`src/rtl/hs_uvlo_gate.sv`:
```
module hs_uvlo_gate #(
  parameter int FILT_CYC = 16
) (
  input  logic clk,
  input  logic rst_n,
  input  logic uv_trip,
  input  logic uv_clear,
  input  logic hi_cmd,
  input  logic lo_cmd,
  output logic uv_locked,
  output logic hi_out,
  output logic lo_out
);
  localparam int CW = $clog2(FILT_CYC + 1);
  localparam logic [CW-1:0] CMAX = CW'(FILT_CYC);

  logic [CW-1:0] run_cnt;
  logic locked, armed, hi_q, hi_prev, lo_q;

  wire conflict = uv_trip && uv_clear;
  wire lock_set = !locked && uv_trip && !uv_clear && (run_cnt == CMAX);
  wire hi_rise  = hi_cmd && !hi_prev;

  always_ff @(posedge clk or negedge rst_n) begin
    if (!rst_n) begin
      locked  <= 1'b1;
      run_cnt <= '0;
    end else if (!conflict) begin
      if (locked) begin
        run_cnt <= '0;
        if (uv_clear) locked <= 1'b0;
      end else if (uv_trip) begin
        if (run_cnt == CMAX) locked <= 1'b1;
        else run_cnt <= run_cnt + 1'b1;
      end else begin
        run_cnt <= '0;
      end
    end
  end

  always_ff @(posedge clk or negedge rst_n) begin
    if (!rst_n) begin
      armed   <= 1'b0;
      hi_q    <= 1'b0;
      hi_prev <= 1'b0;
      lo_q    <= 1'b0;
    end else begin
      hi_prev <= hi_cmd;
      lo_q    <= lo_cmd;
      if (locked || lock_set) begin
        armed <= 1'b0;
        hi_q  <= 1'b0;
      end else if (armed) begin
        hi_q <= hi_cmd;
      end else if (hi_rise) begin
        armed <= 1'b1;
        hi_q  <= 1'b1;
      end
    end
  end

  assign uv_locked = locked;
  assign hi_out    = hi_q;
  assign lo_out    = lo_q;
endmodule


```
`config.mk`:
```
export PLATFORM = sky130hd
export DESIGN_NAME = hs_uvlo_gate
export DESIGN_NICKNAME = d
export VERILOG_FILES = /design/src/rtl/hs_uvlo_gate.sv
export SDC_FILE = /design/constraint.sdc
export NUM_CORES = 1
export LEC_CHECK = 0
export CAP_MARGIN = 5
export CORE_AREA = 2 2 39 41
export CTS_BUF_LIST = sky130_fd_sc_hd__clkbuf_4 sky130_fd_sc_hd__clkbuf_8 sky130_fd_sc_hd__clkbuf_16
export DETAILED_ROUTE_END_ITERATION = 10
export DIE_AREA = 0 0 41 43
export PLACE_DENSITY = 0.6
export SETUP_SLACK_MARGIN = 0.2
export SYNTH_ARGS = -nofsm -noshare
export SYNTH_HDL_FRONTEND = slang
export SYNTH_SLANG_ARGS = --single-unit
```
`constraint.sdc`:
```
create_clock -name clk -period 3.4 [get_ports clk]
set_input_delay 0.68 -clock clk [delete_from_list [all_inputs] [get_ports clk]]
set_output_delay 0.68 -clock clk [all_outputs]
set_load 0.05 [all_outputs]
```
==> qor.csv <==
metric;value;unit
status;completed;
CP Max Fanout;9;
Num CTS Buffers;3;
Synth Area per Inst;10.3;um^2
Rel. slew slack;66.8;%
Clock power frac;41.3;%
Initial Utilization;36.5;%
Sequential Power Share;48.2;%
largest net degree at the start of global routing;11;
vias;405;
LEAKAGE;0.000243;uW
synth unique cells;22;
Post-Synth Simple-Gate Area;23.5;%
fin. max-slew vios;0;
layout cells sized above 1;11.7;%
DR WL/cell;12.6;um
worst skew pair latency;0.27;ns
Maximum Capacitance Violations;0;
final worst setup slack;1.03;ns
hold crit path type;reg2reg;
switch share;24.0;%
Mapped Nets;57;
actual slew at the worst max-slew pin;0.496;ns
vias per std cell;5.33;
fin util;45.6;%
Arr. time, crit path;1.69;ns
initial antenna violation count;0;
Setup-failing EPs final;0;
Worst R2R Path Depth;5;
WHS Path Cells;2;
fmax;422;MHz
Worst setup SP type;register;
post-CTS setup repair buffer count;0;
CTS resizes;0;
Reg2Reg Setup Slack;1.91;ns
GRT Overall Usage;14.9;%
# IOs;9;
Rows;14;
Port Buffers;8;
Clock Path Buffers;2;
fin crit share;69.7;%
Setup crit end kind;output pin;
grt ovf;0;
Initial DRC Count;10;
die width;41;um
Detail Route Antenna Nets;0;
Fin. Hold Viols;0;
# diodes;0;
H-tree Lvls;1;
Synth Area in XOR/XNOR;0;%
Detailed Place HPWL;692;um
fin crit period;2.37;ns
most frequent cells in the layout;9 x dfrtp_1, 8 x clkdlybuf4s50_1, 5 x inv_1;
hold wc startpoint;armed;
number of fill cells;148;
NumNets Final;69;
Hold EP;armed;
Max VDD drop;0.000212;V
reg2reg start;run_cnt[0];
# DRC;0;
largest family of logic cells by synthesized area;simple AND/OR/NAND/NOR gates;
slowest cell delay on critical path;0.82;ns
placed inst area;594;um^2
Int Pwr;199;uW
die area;1760;um^2
slowest CP cell;clkdlybuf4s50_1;
CTS tree;done;
clock slew at reported path FFs;0.07;ns
Root Driver;clkbuf_4;
Finished Cell Area;631;um^2
Die Y;43;um
drt pass-1 iters;4;
Adder-Cell Fraction of Synth Area;4.95;%
Pwr Total;262;uW
critical path required time;2.72;ns
family with the most delay on the worst path;buffers and inverters;
Worst Skew;0.00772;ns
crit-path cells;clkdlybuf4s50_1;
first-pass GRT wire length;1590;um
sequential share of the synthesized area;49.8;%
critical setup path kind;reg2out;
synth warn;0;
core footprint;1380;um^2
combinational power share;10.5;%
synthesized netlist cell count;49;
pre-CTS setup slack;1.32;ns
RSZ-0062 raised after global routing;no;
DRT Wirelength;955;um
most common cell after layout, fill and taps aside;dfrtp_1;
worst reg2reg path endpoint;hi_out;
Synth Register Bits;10;
hold buffers post-CTS;0;
setup TNS;0;ns
clock sink total;10;
post-synthesis compound-gate area fraction;15.8;%
Power Density;416;nW/um^2
vias in the first global route;352;
net switching power;63.0;uW
CP Buf/Inv Count;1;
Synth Cell Area;505;um^2
Area growth, synth to finish;24.8;%
proportion of synthesized area in mux cells;0;%
Final Wtd Congestion;0.753;
-- synth_stat cells --
cell / count / share of area, %
a21boi_0: 1 / 1.5
a21oi_1: 4 / 4.0
a31oi_1: 3 / 3.7
buf_6: 1 / 2.2
dfrtp_1: 9 / 45
dfstp_2: 1 / 5.2
ha_1: 2 / 4.9
inv_1: 5 / 3.7
nand2_1: 3 / 2.2
nand2b_1: 1 / 1.2
nand3_1: 4 / 4.0
nand4_1: 2 / 2.5
nand4b_1: 1 / 1.7
nand4bb_4: 1 / 5.4
nor2_1: 2 / 1.5
nor2b_1: 1 / 1.2
nor3_1: 1 / 0.99
o21ai_0: 3 / 3.0
o311ai_0: 1 / 1.7
o31a_2: 1 / 2.0
or3_1: 1 / 1.2
or4_1: 1 / 1.5
-- state kept, by name, summed over array words and instances, names as in the netlist --
signal	count
armed	1
run_cnt	5
hi_prev	1
hi_out	1
uv_locked	1
lo_out	1
-- worst reg2reg max path, delay by kind of cell, from the launching register on --
family | cells | cell delay (ns)
fa+ha+maj | 1 | 0.20
compound gates | 2 | 0.46
simple gates | 1 | 0.16
flops | 1 | 0.43
buf+inv | 1 | 0.12
-- through the flow --
| stage | std cells | hold slack (ns) |
|---|---|---|
| finish | 76 | 0.539 |
| CTS | 76 | 0.542 |
| floorplan | 49 | 0.384 |
| global route | 76 | 0.607 |
| global placement | 72 | 0.522 |
| detailed placement | 72 | 0.521 |
-- worst max path at each step --
stage	endpoint	cells past startpoint	startpoint	slack [ns]
2_1_floorplan	run_cnt[4]	3	uv_clear	1.89
3_3_place_gp	uv_locked	1	uv_locked	1.33
3_5_place_dp	uv_locked	1	uv_locked	1.32
4_1_cts	uv_locked	1	uv_locked	1.02
5_1_grt	uv_locked	1	uv_locked	0.97
6_report	uv_locked	1	uv_locked	1.03
-- logic make-up after synthesis --
family | count (synthesis)
AOI/OAI and AO/OA | 13
DFF | 10
and+or+nand+nor | 18
adders and majority gates | 2
buffers and inverters | 6
-- routing by layer --
layer / part of all wire (%) / vias up / global-route usage, % / wire, um
li1: - / 201 / - / -
met1: 46 / 190 / 16.9 / 435
met2: 45 / 9 / 18.8 / 430
met3: 5.9 / 5 / 9.42 / 56
met4: 3.4 / 0 / 12.0 / 32
met5: 0 / - / 0 / 0
-- power by group through the flow --
stage,Sequential [uW],Combinational [uW],Clock [uW]
finish,126,27.4,108
global route,127,30.2,122
CTS,126,27.9,113
detailed placement,129,27.8,0
global placement,129,27.8,0
floorplan,132,11.0,0
-- cell type report --
cell class / instances / area (um^2) / area share (%)
inverters: 5 / 18.8 / 2.98
repair buffers: 8 / 80.1 / 12.7
flip-flops and latches: 10 / 251 / 39.9
clock buffers: 4 / 36.3 / 5.75
multi-input cells: 33 / 224 / 35.5
well taps: 16 / 20.0 / 3.17
Note: power is estimated with default switching activity, not from simulation.
